### src/rtl/irq_ctl_pkg.sv
package irq_ctl_pkg;
    localparam int FLAG_TMR  = 0;
    localparam int FLAG_PORT = 1;
    localparam int FLAG_EXT  = 2;
    localparam int NUM_SRC   = 3;
    localparam int GIE_BIT   = 7;

    typedef enum logic [2:0] {
        ST_RUN,
        ST_SLEEP,
        ST_HW_VEC,
        ST_SW_VEC,
        ST_WAKE_VEC,
        ST_WAKE_RESUME
    } seq_state_t;
endpackage

### src/rtl/irq_edge_sync.sv
module irq_edge_sync #(
    parameter int STAGES = 2
) (
    input  logic clk,
    input  logic rst_n,
    input  logic pin_async,
    input  logic rise_sel,
    output logic edge_hit
);
    logic [STAGES-1:0] chain_q;
    logic              prev_q;
    logic              pin_sync;

    generate
        if (STAGES == 1) begin : g_one
            always_ff @(posedge clk) begin
                if (!rst_n) chain_q <= '0;
                else        chain_q <= pin_async;
            end
        end else begin : g_many
            always_ff @(posedge clk) begin
                if (!rst_n) chain_q <= '0;
                else        chain_q <= {chain_q[STAGES-2:0], pin_async};
            end
        end
    endgenerate

    assign pin_sync = chain_q[STAGES-1];

    always_ff @(posedge clk) begin
        if (!rst_n) prev_q <= 1'b0;
        else        prev_q <= pin_sync;
    end

    always_comb begin
        if (rise_sel) edge_hit = pin_sync & ~prev_q;
        else          edge_hit = ~pin_sync & prev_q;
    end
endmodule

### src/rtl/irq_port_watch.sv
module irq_port_watch #(
    parameter int WIDTH = 8
) (
    input  logic             clk,
    input  logic             rst_n,
    input  logic [WIDTH-1:0] port_in,
    input  logic             snap_load,
    output logic             change_hit
);
    logic [WIDTH-1:0] snap_q;

    always_ff @(posedge clk) begin
        if (!rst_n)         snap_q <= '0;
        else if (snap_load) snap_q <= port_in;
    end

    // a read cycle refreshes the snapshot and reports nothing
    assign change_hit = (|(port_in ^ snap_q)) & ~snap_load;
endmodule

### src/rtl/irq_flag_regs.sv
module irq_flag_regs #(
    parameter int                 NSRC      = 3,
    parameter int                 DW        = 8,
    parameter int                 GIE_POS   = 7,
    parameter logic [DW-1:0]      EN_KEEP   = 8'h87,
    parameter logic [NSRC-1:0]    GATED     = 3'b010
) (
    input  logic            clk,
    input  logic            rst_n,
    input  logic [NSRC-1:0] evt,
    input  logic            wr_flags,
    input  logic            wr_en,
    input  logic [DW-1:0]   wdata,
    input  logic            set_gie,
    input  logic            clr_gie,
    output logic [NSRC-1:0] flags_q,
    output logic [DW-1:0]   en_q
);
    logic [NSRC-1:0] flags_d;
    logic [DW-1:0]   en_d;

    generate
        for (genvar g = 0; g < NSRC; g++) begin : g_flag
            logic hit;
            if (GATED[g]) begin : g_gated
                assign hit = evt[g] & en_q[g];
            end else begin : g_free
                assign hit = evt[g];
            end
            // an event beats a software write in the same cycle
            assign flags_d[g] = hit ? 1'b1 : (wr_flags ? wdata[g] : flags_q[g]);
        end
    endgenerate

    always_comb begin
        en_d = wr_en ? (wdata & EN_KEEP) : en_q;
        if (set_gie) en_d[GIE_POS] = 1'b1;
        if (clr_gie) en_d[GIE_POS] = 1'b0;
    end

    always_ff @(posedge clk) begin
        if (!rst_n) begin
            flags_q <= '0;
            en_q    <= '0;
        end else begin
            flags_q <= flags_d;
            en_q    <= en_d;
        end
    end
endmodule

### src/rtl/irq_seq.sv
module irq_seq
    import irq_ctl_pkg::*;
(
    input  logic clk,
    input  logic rst_n,
    input  logic pending,
    input  logic gie,
    input  logic wake_src,
    input  logic swi,
    input  logic sleep_req,
    output logic take_irq,
    output logic vec_hw,
    output logic wake,
    output logic clr_gie
);
    seq_state_t state_q;
    seq_state_t state_d;

    always_comb begin
        state_d = state_q;
        unique case (state_q)
            ST_RUN: begin
                if (swi)                 state_d = ST_SW_VEC;
                else if (gie && pending) state_d = ST_HW_VEC;
                else if (sleep_req)      state_d = ST_SLEEP;
            end
            ST_SLEEP: begin
                if (wake_src) state_d = gie ? ST_WAKE_VEC : ST_WAKE_RESUME;
            end
            ST_HW_VEC, ST_SW_VEC, ST_WAKE_VEC, ST_WAKE_RESUME: state_d = ST_RUN;
            default: state_d = ST_RUN;
        endcase
    end

    always_ff @(posedge clk) begin
        if (!rst_n) state_q <= ST_RUN;
        else        state_q <= state_d;
    end

    always_comb begin
        take_irq = 1'b0;
        vec_hw   = 1'b0;
        wake     = 1'b0;
        unique case (state_q)
            ST_HW_VEC:      begin take_irq = 1'b1; vec_hw = 1'b1; end
            ST_SW_VEC:      begin take_irq = 1'b1; end
            ST_WAKE_VEC:    begin take_irq = 1'b1; vec_hw = 1'b1; wake = 1'b1; end
            ST_WAKE_RESUME: begin wake = 1'b1; end
            ST_RUN, ST_SLEEP: ;
            default: ;
        endcase
        clr_gie = (state_d == ST_HW_VEC) || (state_d == ST_WAKE_VEC);
    end
endmodule

### src/rtl/evt_irq_ctl.sv
module evt_irq_ctl
    import irq_ctl_pkg::*;
#(
    parameter int PORT_W      = 8,
    parameter int DATA_W      = 8,
    parameter int ADDR_W      = 11,
    parameter int SYNC_STAGES = 2,
    parameter int HW_VEC_ADDR = 8,
    parameter int SW_VEC_ADDR = 2
) (
    input  logic              clk,
    input  logic              rst_n,
    input  logic              ext_pin,
    input  logic              ext_rise,
    input  logic              tmr_ovf,
    input  logic [PORT_W-1:0] port_in,
    input  logic              port_rd,
    input  logic              reg_sel,
    input  logic              reg_wr,
    input  logic [DATA_W-1:0] reg_wdata,
    output logic [DATA_W-1:0] reg_rdata,
    input  logic              swi,
    input  logic              reti,
    input  logic              sleep_req,
    output logic [ADDR_W-1:0] vec_addr,
    output logic              take_irq,
    output logic              wake
);
    localparam logic [DATA_W-1:0] EN_KEEP = DATA_W'((1 << GIE_BIT) | ((1 << NUM_SRC) - 1));
    localparam logic [NUM_SRC-1:0] GATED  = NUM_SRC'(1 << FLAG_PORT);

    logic               ext_hit;
    logic               port_hit;
    logic [NUM_SRC-1:0] evt;
    logic [NUM_SRC-1:0] flags_q;
    logic [DATA_W-1:0]  en_q;
    logic [NUM_SRC-1:0] masked;
    logic               gie_q;
    logic               clr_gie;
    logic               vec_hw;

    irq_edge_sync #(.STAGES(SYNC_STAGES)) u_ext (
        .clk(clk), .rst_n(rst_n), .pin_async(ext_pin),
        .rise_sel(ext_rise), .edge_hit(ext_hit)
    );

    irq_port_watch #(.WIDTH(PORT_W)) u_port (
        .clk(clk), .rst_n(rst_n), .port_in(port_in),
        .snap_load(port_rd), .change_hit(port_hit)
    );

    always_comb begin
        evt            = '0;
        evt[FLAG_TMR]  = tmr_ovf;
        evt[FLAG_PORT] = port_hit;
        evt[FLAG_EXT]  = ext_hit;
    end

    irq_flag_regs #(
        .NSRC(NUM_SRC), .DW(DATA_W), .GIE_POS(GIE_BIT),
        .EN_KEEP(EN_KEEP), .GATED(GATED)
    ) u_regs (
        .clk(clk), .rst_n(rst_n), .evt(evt),
        .wr_flags(reg_wr && !reg_sel), .wr_en(reg_wr && reg_sel),
        .wdata(reg_wdata), .set_gie(reti), .clr_gie(clr_gie),
        .flags_q(flags_q), .en_q(en_q)
    );

    assign masked = flags_q & en_q[NUM_SRC-1:0];
    assign gie_q  = en_q[GIE_BIT];

    irq_seq u_seq (
        .clk(clk), .rst_n(rst_n), .pending(|masked), .gie(gie_q),
        .wake_src(masked[FLAG_EXT]), .swi(swi), .sleep_req(sleep_req),
        .take_irq(take_irq), .vec_hw(vec_hw), .wake(wake), .clr_gie(clr_gie)
    );

    always_comb begin
        if (!take_irq)   vec_addr = '0;
        else if (vec_hw) vec_addr = ADDR_W'(HW_VEC_ADDR);
        else             vec_addr = ADDR_W'(SW_VEC_ADDR);
    end

    assign reg_rdata = reg_sel ? en_q : {{(DATA_W-NUM_SRC){1'b0}}, masked};
endmodule

### config.mk
export PLATFORM = sky130hd
export DESIGN_NAME = evt_irq_ctl
export DESIGN_NICKNAME = d
export VERILOG_FILES = /design/src/rtl/irq_ctl_pkg.sv /design/src/rtl/irq_edge_sync.sv /design/src/rtl/irq_port_watch.sv /design/src/rtl/irq_flag_regs.sv /design/src/rtl/irq_seq.sv /design/src/rtl/evt_irq_ctl.sv
export SDC_FILE = /design/constraint.sdc
export NUM_CORES = 1
export LEC_CHECK = 0
export ABC_AREA = 1
export BUFFER_PORTS_ARGS = -buffer_cell sky130_fd_sc_hd__buf_2
export CAP_MARGIN = 15
export CORE_MARGIN = 4
export CORE_UTILIZATION = 40
export CTS_CLUSTER_DIAMETER = 150
export DETAILED_ROUTE_END_ITERATION = 16
export PLACE_DENSITY = 0.76
export SLEW_MARGIN = 10
export SYNTH_ARGS = -nofsm -noshare
export SYNTH_HDL_FRONTEND = slang
export SYNTH_SLANG_ARGS = --single-unit
### constraint.sdc
create_clock -name clk -period 1.09 [get_ports clk]
set_input_delay 0.109 -clock clk [delete_from_list [all_inputs] [get_ports clk]]
set_output_delay 0.109 -clock clk [all_outputs]
set_load 0.1 [all_outputs]
==> results of run 1 <==
## worst max-delay path: cells and delay by family, from the launching register on
family / cells / cell delay [ns]
AO/OA/AOI/OAI: 1 / 0.07
flip-flops: 1 / 0.36
buffers and inverters: 2 / 0.30
AND/OR/NAND/NOR: 2 / 0.19
## layer usage
layer | up-vias | routed length, um | GRT usage
met5 | - | 0 | 0
met4 | 0 | 19 | 0.0588
met3 | 2 | 145 | 0.0273
met2 | 25 | 1270 | 0.237
li1 | 589 | - | -
met1 | 474 | 1010 | 0.170
## path summary, 6_finish.rpt
kind / end / startpoint / cells past startpoint
max: take_irq / u_seq.state_q[1] / 5
min: u_regs.flags_q[0] / tmr_ovf / 3
max reg2reg: u_regs.en_q[7] / u_seq.state_q[1] / 8
min reg2reg: u_ext.chain_q[1] / u_ext.chain_q[0] / 2
## sequential cells by signal (all words and copies together) (netlist names)
signal / cells
u_regs.flags_q: 3
u_seq.state_q: 3
u_ext.chain_q: 2
u_port.snap_q: 8
u_ext.prev_q: 1
u_regs.en_q: 4
## kinds of logic after synthesis
family	Yosys count	share of synthesized area
simple gates	73	0.272
xor+xnor	5	0.0387
buf+inv	41	0.181
other cells	1	0.00332
compound gates	29	0.133
flops	21	0.372
## timing repair
action / CTS / global route
setup buffers: 7 / 1
hold buffers: 1 / 0
pin swaps: 9 / 7
hold endpoints to repair: 1 / 0
endpoints found under the setup margin: 8 / 12
resized for setup: 23 / 12
## synthesized netlist by cell type
master   count
nand2_1     39
a21oi_1     10
buf_2        2
o21ai_2      1
conb_1       1
dfxtp_1     21
nand3_1      4
nor2_1      22
nand2_2      2
buf_4       13
nand3_2      1
nor2_2       1
o21ai_0     17
nor3_1       2
nor3_2       2
inv_1       24
xnor2_1      5
a31oi_1      1
inv_2        2
## metrics by stage
| step | util | power [mW] | worst slack, ns | hold WS [ns] |
|---|---|---|---|---|
| 2_1_floorplan | - | 1.46 | -0.427 | 0.207 |
| 5_1_grt | 0.620 | 2.18 | -0.315 | 0.0664 |
| 6_report | 0.620 | 2.06 | -0.248 | 0.0522 |
| 3_3_place_gp | 0.543 | 1.61 | 0.00732 | 0.293 |
| 3_5_place_dp | 0.543 | 1.62 | -0.000906 | 0.294 |
| 4_1_cts | 0.602 | 2.04 | -0.286 | 0.0399 |
## report_power, final
group	internal [mW]	switching (mW)
Combinational	0.265	0.572
Sequential	0.825	0.0452
Clock	0.142	0.215
Total	1.23	0.832
## cells in the final DEF, fill, tap and decap left out, types with 3 or more instances in the layout
cell type,instances
nand2_1,29
buf_2,22
nor2_1,21
inv_1,20
o21ai_0,15
conb_1,13
dfxtp_1,12
buf_12,9
nand2_2,8
buf_4,8
a21oi_1,7
xnor2_1,5
dfxtp_2,5
inv_2,4
dfxtp_4,4
nand2_4,3
nor3_4,3
nand3_2,3
clkbuf_4,3
buf_6,3
## layout make-up
cell class	instances	area (um2)	share of cell area
clock buffers	4	26.3	0.0155
well taps	31	38.8	0.0229
multi-input cells	120	692	0.408
repair buffers	43	394	0.232
flip-flops and latches	21	442	0.261
inverters	26	103	0.0605
==> summary.md, run 1 <==
| Metric | Value |
|---|---|
| Status | finished with violations |
| Failing checks | setup timing |
| Synthesized area per cell | roughly 6.7 um2 |
| CP required | roughly 1 ns |
| Die area | approximately 3700 um2 |
| Clk buf depth | 2 |
| Final HPWL DP | 1790 um |
| Setup ws final | -0.248 ns |
| CTS tree | yes |
| Post-synth top area share | 0.372 |
| Crit path time final | between 1 and 1.5 ns |
| Overall Global Routing Usage | 0.139 |
| Max rail drop VDD | 929 uV |
| Core area | about 2700 um2 |
| Drt first pass iters | 4 |
| Clock slew at reported path FFs | about 0.11 ns |
| Slowest stage delay, CP | between 0.3 and 0.4 ns |
| Final instance area | 1700 um2 |
| # IOs | 48 |
| DRT antenna net count | 0 |
| DR iter-0 viols | 44 |
| Final setup viols | 7 |
| Critical path arrival | roughly 1.2 ns |
| Routed vias/inst | ~4.4 |
| # placed instances | 232 |
| Yosys warns | 0 |
| Placed cell areas | approximately 1500 um2 |
| RSZ-0062 raised after global routing | true |
| First-pass GRT wire length | slightly below 4000 um |
| DR vias | between 1000 and 1500 |
| Per-cell routed wire length | 9.98 um |
| Leak | roughly 0.83 nW |
| Synth cell types | 19 |
| Cell Chain, Critical Path | buf_6, nor2_4, nand2_4, o21ai_4, buf_12 |
| Sequential share of the synthesized area | 0.372 |
| Max_cap viols | 0 |
| Final setup TNS | -1.09 ns |
| Clock sinks | 21 |
| # DRC | 0 |
| Initial antenna violation count | 0 |
| Fraction of layout cells with a size suffix above 1 | 0.407 |
| Ranking of synthesized cells by area | dfxtp_1, nand2_1, buf_4 |
| Num CTS Buffers | 3 |
| Finished Layout Cells | between 200 and 250 |
| Max H-tree Level | 1 |
| Critical path type | reg2out |
| RePlAce Congestion | 0.832 |
| FP Rows | 19 |
| Root buffer cell | clkbuf_4 |
| Die outline width | just over 60 um |
| Antenna cells | 0 |
| Vias in the first global route | around 950 |
| Final WL | between 2000 and 2500 um |
| Area Overhead vs Synth | 49.9% |
| Mapped cell area | ~1100 um2 |
| Clock Skews | 0.00129 ns |
| Hold Violations, Final | 0 |
| Effective utilization at floorplan | 0.414 |
| FMAX | between 700 and 800 MHz |
| Synth area leader | dfxtp_1 |
| Slowest cell on crit path | dfxtp_4 |
| Fill cell count | roughly 230 |
| Nets | about 240 |
| Type of the tightest min-delay check | in2reg |
| Yosys reg bits | 21 |
| Power Density | between 1000 and 1500 nW/um2 |
| Critical Path End Type | output pin |
| Startpoint types | register |
| Post-Synthesis Cells | between 150 and 200 |
| Part of the cycle the worst path needs | 1.23 |
| Die height | between 60 and 70 um |
| PortBufs | 30 |
| Reg2Reg Setup Slack | -0.12 ns |
| Largest net degree at the start of global routing | 14 |
| Clk_lat worst skew | just under 0.3 ns |
| Fin. max-slew vios | 0 |
| Max FO, Critical Path | 3 |
| Total grt overflow | 0 |
Note: power is estimated with default switching activity, not from simulation.
==> run 2, diff against run 1 <==
==> constraint.sdc (replaced) <==
create_clock -name clk -period 1.4 [get_ports clk]
set_input_delay 0.14 -clock clk [delete_from_list [all_inputs] [get_ports clk]]
set_output_delay 0.14 -clock clk [all_outputs]
set_load 0.1 [all_outputs]
==> run 2 against run 1 <==
Against the previous run: the flow now finishes without violations; final area down 13%; die area unchanged; utilization down 8.3 points; clock power shrank 21%; combinational power is 34% lower; global-route usage is 1.3 points lower; sequential share of layout area up 3.2 points; sequential cell count unchanged; first-iteration DRC count is 34% lower; total power down 27%; largest cell class unchanged.
==> summary.md, run 2 (synthesis results as in run 1) <==
| Metric | Value |
|---|---|
| Pwr Total | 1.51 mW (was 2.06 mW) |
| # DRC | 0 (unchanged) |
| Fill cell count | 294 (was 234) |
| Largest register FFs | 8 (unchanged) |
| Leading cell type in the layout, fill and taps excluded | nand2_1 (unchanged) |
| Startpoint types | register (unchanged) |
| Core area | 2730 um2 (unchanged) |
| Cell Chain, Critical Path | buf_4, o21ai_2, buf_12 (was buf_6, nor2_4, nand2_4, o21ai_4, buf_12) |
| Power Density | 1030 nW/um2 (was 1220 nW/um2) |
| Nets | 232 (was 242) |
| Hold Path Depth | 3 (unchanged) |
| Drt first pass iters | 4 (unchanged) |
| Largest net degree at the start of global routing | 17 (was 14) |
| DR iter-0 viols | 29 (was 44) |
| Commonest non-fill, non-tap cells in the layout | nand2_1, inv_1, buf_2 (was nand2_1, buf_2, nor2_1) |
| Type of the tightest min-delay check | in2reg (unchanged) |
| FMAX | 754 MHz |
| Area Overhead vs Synth | 29.8% (was 49.9%) |
| Root buffer cell | clkbuf_4 (unchanged) |
| Clock slew at reported path FFs | 0.11 ns (about the same) |
| Critical path type | reg2out (unchanged) |
| Die area | 3740 um2 (unchanged) |
| Die height | 61.2 um (unchanged) |
| Clk_lat worst skew | 0.30 ns (was 0.29 ns) |
| Clock Skews | 0.00317 ns (was 0.00129 ns) |
| Final HPWL DP | 1760 um (was 1790 um) |
| Initial antenna violation count | 0 (unchanged) |
| Clock sinks | 21 (unchanged) |
| Critical path arrival | 1.19 ns (was 1.23 ns) |
| Hold Violations, Final | 0 (unchanged) |
| Max_cap viols | 0 (unchanged) |
| Final setup viols | 0 (was 7) |
| FP Rows | 19 (unchanged) |
| Final WL | 2180 um (was 2450 um) |
| DRT antenna net count | 0 (unchanged) |
| Routed vias/inst | 4.39 (was 4.45) |
| Vias in the first global route | 913 (was 953) |
| Footprint of the multi-input gates | 606 um2 (was 692 um2) |
| RePlAce Congestion | 0.752 (was 0.832) |
| # IOs | 48 (unchanged) |
| Num CTS Buffers | 3 (unchanged) |
| First-pass GRT wire length | 3580 um (was 3930 um) |
| PortBufs | 30 (unchanged) |
| CTS tree | yes (unchanged) |
| Fin. max-slew vios | 0 (unchanged) |
| Max FO, Critical Path | 4 (was 3) |
| Fraction of layout cells with a size suffix above 1 | 0.279 (was 0.407) |
| RSZ-0062 raised after global routing | false (was true) |
| Crit path time final | 1.33 ns |
| R2R cell count | 7 (was 8) |
| Most flop-heavy register | u_port.snap_q (unchanged) |
| Max rail drop VDD | 588 uV (was 929 uV) |
| CP required | 1.26 ns (was 0.98 ns) |
| Largest regs | u_port.snap_q: 8 flops, u_regs.en_q: 4 flops (unchanged) |
| Effective utilization at floorplan | 0.414 (unchanged) |
| Die outline width | 61.2 um (unchanged) |
| Reg2Reg Setup Slack | 0.23 ns (was -0.12 ns) |
| DR vias | 1032 (was 1090) |
| Slowest cell on crit path | dfxtp_4 (unchanged) |
| Leak | 0.749 nW (was 0.829 nW) |
| Per-cell routed wire length | 9.29 um (was 9.98 um) |
| Critical Path End Type | output pin (unchanged) |
| Slowest stage delay, CP | 0.37 ns (was 0.36 ns) |
| Clk buf depth | 2 (unchanged) |
| Setup ws final | 0.0739 ns (was -0.248 ns) |
| Place WS | 0.218 ns (was -0.000906 ns) |
| Total grt overflow | 0 (unchanged) |
| Max H-tree Level | 1 (unchanged) |
| Overall Global Routing Usage | 0.126 (was 0.139) |
| Part of the cycle the worst path needs | 0.947 |
| Register area | 429 um2 (was 442 um2) |
| Status | finished, final reports clean (was finished with violations) |
| Post-CTS Hold Buffers | 0 (was 1) |
| Antenna cells | 0 (unchanged) |
-- run 2: cell count changes in the layout (fill, tap and decap cells not counted), sizes merged --
cell,delta
dlygate4sd3,-1
buf,-11
clkbuf,+2
-- run 2: repair_timing --
action | 4_1_cts | 5_1_grt
buffers inserted | 1 | 2
endpoints found under the hold margin | 0 | 0
resized for setup | 4 | 3
setup endpoints to repair | 3 | 5
pin swaps | 0 | 2
-- run 2: final cells by class --
type                            instances  share of cell area
Inverter                               26              0.0682
Clock buffer                            4              0.0179
Multi-Input combinational cell        120               0.413
Timing Repair Buffer                   33               0.182
Tap cell                               31              0.0264
Sequential cell                        21               0.292
-- run 2: critical path, delay by kind of cell, from the launching register on --
| kind | cells | cell delay, ns |
|---|---|---|
| AO/OA/AOI/OAI | 1 | 0.18 |
| flip-flops | 1 | 0.37 |
| buffers and inverters | 2 | 0.35 |
-- run 2: stage by stage --
stage               cell area (um2)  utilization  std cells  hold slack, ns  setup TNS [ns]
floorplan                      1230            -        182           0.238          -0.411
global placement               1400        0.514        228           0.323               0
detailed placement             1400        0.514        228           0.325               0
CTS                            1450        0.529        233         0.00693               0
global route                   1470        0.537        235          0.0372               0
finish                         1470        0.537        235          0.0134               0
-- run 2: final timing paths --
kind,from,end
worst max-delay path,u_seq.state_q[2],take_irq
worst min-delay path,ext_pin,u_ext.chain_q[0]
worst max register to register,u_seq.state_q[2],u_regs.en_q[7]
worst min register to register,u_ext.chain_q[0],u_ext.chain_q[1]
-- run 2: power breakdown --
part	total (mW)	internal, mW	switching, mW
Clock	0.282	0.111	0.171
Combinational	0.555	0.146	0.408
Sequential	0.670	0.640	0.0303
Total	1.51	0.897	0.610
-- run 2: layer usage --
layer,routed length [um],GRT usage
met1,953,0.156
met4,19,0.0372
met5,0,0
met3,190,0.0419
met2,1020,0.207
==> run 3, diff against run 2 <==
--- a/config.mk
+++ b/config.mk
@@ -5,15 +5,16 @@
 export SDC_FILE = /design/constraint.sdc
 export NUM_CORES = 1
 export LEC_CHECK = 0
-export ABC_AREA = 1
 export BUFFER_PORTS_ARGS = -buffer_cell sky130_fd_sc_hd__buf_2
 export CAP_MARGIN = 15
 export CORE_MARGIN = 4
 export CORE_UTILIZATION = 40
 export CTS_CLUSTER_DIAMETER = 150
 export DETAILED_ROUTE_END_ITERATION = 16
+export HOLD_SLACK_MARGIN = 0.12
 export PLACE_DENSITY = 0.76
 export SLEW_MARGIN = 10
 export SYNTH_ARGS = -nofsm -noshare
 export SYNTH_HDL_FRONTEND = slang
+export SYNTH_HIERARCHICAL = 1
 export SYNTH_SLANG_ARGS = --single-unit
==> run 3 against run 2 <==
Against the previous run: the flow now finishes with violations (setup timing); clock skew increased by 0.00094 ns; synthesized area up 0.77%; highest routed layer is now met3; critical path type unchanged; critical endpoint is now vec_addr[1]; utilization increased by 6.3 points.
==> summary.md, run 3 <==
| Metric | Value |
|---|---|
| Hold Violations, Final | 0 (unchanged) |
| Post-synth ARST share | 0 (unchanged) |
| Part of the power in combinational logic | 0.346 (was 0.368) |
| Max H-tree Level | 1 (unchanged) |
| Failing checks | setup timing |
| Die area | 3770 um2 (was 3740 um2) |
| Hold EP | u_regs/en_q[7] (was u_ext.chain_q[0]) |
| FP Rows | 19 (unchanged) |
| Critical path arrival | 1.33 ns (was 1.19 ns) |
| Final setup viols | 4 (was 0) |
| # IOs | 48 (unchanged) |
| Sequential power share | 0.459 (was 0.445) |
| Max FO, Critical Path | 4 (unchanged) |
| Register area | 432 um2 (was 429 um2) |
| DR iter-0 viols | 25 (was 29) |
| Type of the tightest min-delay check | in2reg (unchanged) |
| Most frequent cells after synthesis | dfxtp_1, buf_4, mux2i_1, nor2b_1, and2_1 (was nand2_1, inv_1, nor2_1, dfxtp_1, o21ai_0) |
| Ys flop type | dfxtp_1 (unchanged) |
| Worst relative slew slack | 0.359 |
| # DRC | 0 (unchanged) |
| Clock slew at reported path FFs | 0.11 ns (about the same) |
| Critical Path End Type | output pin (unchanged) |
| Placed cell areas | 1500 um2 (was 1400 um2) |
| Fin. max-slew vios | 0 (unchanged) |
| Num CTS Buffers | 3 (unchanged) |
| Reg2Reg Setup Slack | -0.05 ns (was 0.23 ns) |
| Power Density | 871 nW/um2 (was 1030 nW/um2) |
| Yosys warns | 6 (was 0) |
| Clk buf depth | 2 (unchanged) |
| Synthesized area per cell | 9.50 um2 (was 6.65 um2) |
| CTS tree | yes (unchanged) |
| Crit path time final | 1.47 ns (was 1.33 ns) |
| Yosys reg bits | 21 (unchanged) |
| Antenna cells | 0 (unchanged) |
| Commonest non-fill, non-tap cells in the layout | buf_2, dfxtp_1, conb_1, buf_4, mux2i_1 (was nand2_1, inv_1, buf_2) |
| First-pass GRT wire length | 3640 um (was 3580 um) |
| Post-Synthesis Cells | 120 (was 170) |
| Effective utilization at floorplan | 0.417 (was 0.414) |
| Met3 Routed Length | 165 um (was 190 um) |
| Worst slew pin tran | ~0.97 ns |
| FMAX | 678 MHz (was 754 MHz) |
| RePlAce Congestion | 0.788 (was 0.752) |
| PortBufs | 30 (unchanged) |
| Critical path type | reg2out (unchanged) |
| Clock Skews | 0.00411 ns (was 0.00317 ns) |
| Max_cap viols | 0 (unchanged) |
| Cell Chain, Critical Path | nand2b_4, a21oi_4, buf_4, nor2b_4, buf_12 (was buf_4, o21ai_2, buf_12) |
| Total grt overflow | 0 (unchanged) |
| Die height | 61.4 um (was 61.2 um) |
| DRT antenna net count | 0 (unchanged) |
| Wl on met1 | 963 um (was 953 um) |
| Final HPWL DP | 1820 um (was 1760 um) |
| Drt first pass iters | 4 (unchanged) |
| Vias in the first global route | 863 (was 913) |
| Slowest cell on crit path | dfxtp_4 (unchanged) |
| Clk pwr share | 0.196 (was 0.187) |
| Nets | 198 (was 232) |
| Synth area leader | dfxtp_1 (unchanged) |
| Routed vias/inst | 4.58 (was 4.39) |
| Mapped cell area | 1140 um2 (was 1130 um2) |
| Largest net degree at the start of global routing | 19 (was 17) |
| Setup ws final | -0.0750 ns (was 0.0739 ns) |
| Post-synth top area share | 0.369 (was 0.372) |
| Per-cell routed wire length | 11.7 um (was 9.29 um) |
| Switching share of power | 0.362 (was 0.405) |
| Largest regs | u_port/snap_q: 8 flops, u_regs/en_q: 4 flops (was u_port.snap_q: 8 flops, u_regs.en_q: 4 flops) |
| Footprint of the multi-input gates | 688 um2 (was 606 um2) |
| Wire length on met2 | 1230 um (was 1020 um) |
| Max rail drop VDD | 725 uV (was 588 uV) |
| DR vias | 920 (was 1032) |
| NetSw | 0.517 mW (was 0.610 mW) |
| Slowest stage delay, CP | 0.39 ns (was 0.37 ns) |
| Internal | 0.910 mW (was 0.897 mW) |
| Worst Setup SP | u_seq/state_q[2] (was u_seq.state_q[2]) |
| Number of buffers and inverters on the critical path | 2 (unchanged) |
| Initial antenna violation count | 0 (unchanged) |
| Status | finished with violations (was finished, final reports clean) |
| Most flop-heavy register | u_port/snap_q (was u_port.snap_q) |
| Max Used Layer | met3 (was met4) |
| R2R cell count | 6 (was 7) |
| Startpoint types | register (unchanged) |
| Fin Hold WS | 0.132 ns (was 0.0134 ns) |
| Post-synth EDFFs | 0 (unchanged) |
| Final instance area | 1640 um2 (was 1470 um2) |
| Reg2reg start | u_regs/flags_q[2] (was u_seq.state_q[2]) |
| Die outline width | 61.4 um (was 61.2 um) |
| Leading cell type in the layout, fill and taps excluded | buf_2 (was nand2_1) |
| Pwr Total | 1.43 mW (was 1.51 mW) |
| Leak | 0.761 nW (was 0.749 nW) |
| Overall Global Routing Usage | 0.129 (was 0.126) |
| RSZ-0062 raised after global routing | true (was false) |
| Fraction of layout cells with a size suffix above 1 | 0.388 (was 0.279) |
| Clock sinks | 21 (unchanged) |
| Synth cell types | 28 (was 19) |
| Most common cell in the netlist | dfxtp_1 (was nand2_1) |
| Area Overhead vs Synth | 43.8% (was 29.8%) |
| Ranking of synthesized cells by area | dfxtp_1, mux2i_1, buf_4 (was dfxtp_1, nand2_1, buf_4) |
| Core area | 2730 um2 (unchanged) |
| Clk_lat worst skew | 0.29 ns (was 0.30 ns) |
| CP required | 1.26 ns (about the same) |
| Fill cell count | 225 (was 294) |
| Hold_sp | reg_wdata[7] (was ext_pin) |
| CP top delay family | flip-flops (unchanged) |
| Part of the cycle the worst path needs | 1.05 (was 0.947) |
| Worst reg2reg path endpoint | u_regs/en_q[7] (was u_regs.en_q[7]) |
| Hold Path Depth | 3 (unchanged) |
| Final core area utilization | 0.600 (was 0.537) |
| Final WL | 2360 um (was 2180 um) |
| Largest register FFs | 8 (unchanged) |
| Root buffer cell | clkbuf_4 (unchanged) |
| Sequential share of the synthesized area | 0.369 (was 0.372) |
[run 3: per-stage QoR]
step	cells	setup TNS (ns)	setup slack [ns]
floorplan	131	-0.851	-0.451
global placement	188	0	0.00632
detailed placement	188	-0.0351	-0.0351
CTS	201	-0.191	-0.0648
global route	201	-0.461	-0.131
finish	201	-0.214	-0.0750
[run 3: cells by family after synthesis]
family	count (synthesis)	share of synthesized area
XOR/XNOR	8	0.0615
AND/OR/NAND/NOR	39	0.210
buffers and inverters	19	0.110
flip-flops	21	0.369
multiplexers	15	0.134
other	2	0.00659
AO/OA/AOI/OAI	16	0.110
[run 3: worst min-delay path, cell delays in order]
cell and delay, ns:
buf_2 0.08, mux2i_1 0.06, a21oi_1 0.12
[run 3: repair_timing]
action | in CTS | in global routing
buffers inserted | 3 | 0
endpoints found under the hold margin | 6 | 0
hold buffers | 6 | 0
setup endpoints to repair | 3 | 5
gates resized for setup | 4 | 4
pin swaps | 2 | 1
[run 3: area by class of cell]
| type | count | area share |
|---|---|---|
| Clock buffer | 4 | 0.0160 |
| Inverter | 4 | 0.00916 |
| Multi-Input combinational cell | 91 | 0.420 |
| Sequential cell | 21 | 0.263 |
| Tap cell | 31 | 0.0237 |
| Timing Repair Buffer | 50 | 0.268 |
[run 3: worst max-delay path by stage]
stage | cells past startpoint | end
floorplan | 3 | vec_addr[1]
global placement | 6 | u_regs/en_q[7]
detailed placement | 6 | u_regs/en_q[7]
CTS | 4 | vec_addr[1]
global route | 4 | vec_addr[1]
finish | 5 | vec_addr[1]
[run 3: layer usage]
layer	vias up	track usage
met5	-	0
met4	0	0.0364
met3	0	0.0335
met2	28	0.228
met1	414	0.154
li1	478	-
[run 3: power groups by stage]
stage / Clock [mW] / Combinational, mW / Sequential (mW)
after global placement: 0 / 0.454 / 0.668
final: 0.279 / 0.494 / 0.655
after floorplan: 0 / 0.358 / 0.670
after global routing: 0.328 / 0.521 / 0.659
after CTS: 0.298 / 0.487 / 0.655
after detailed placement: 0 / 0.465 / 0.671
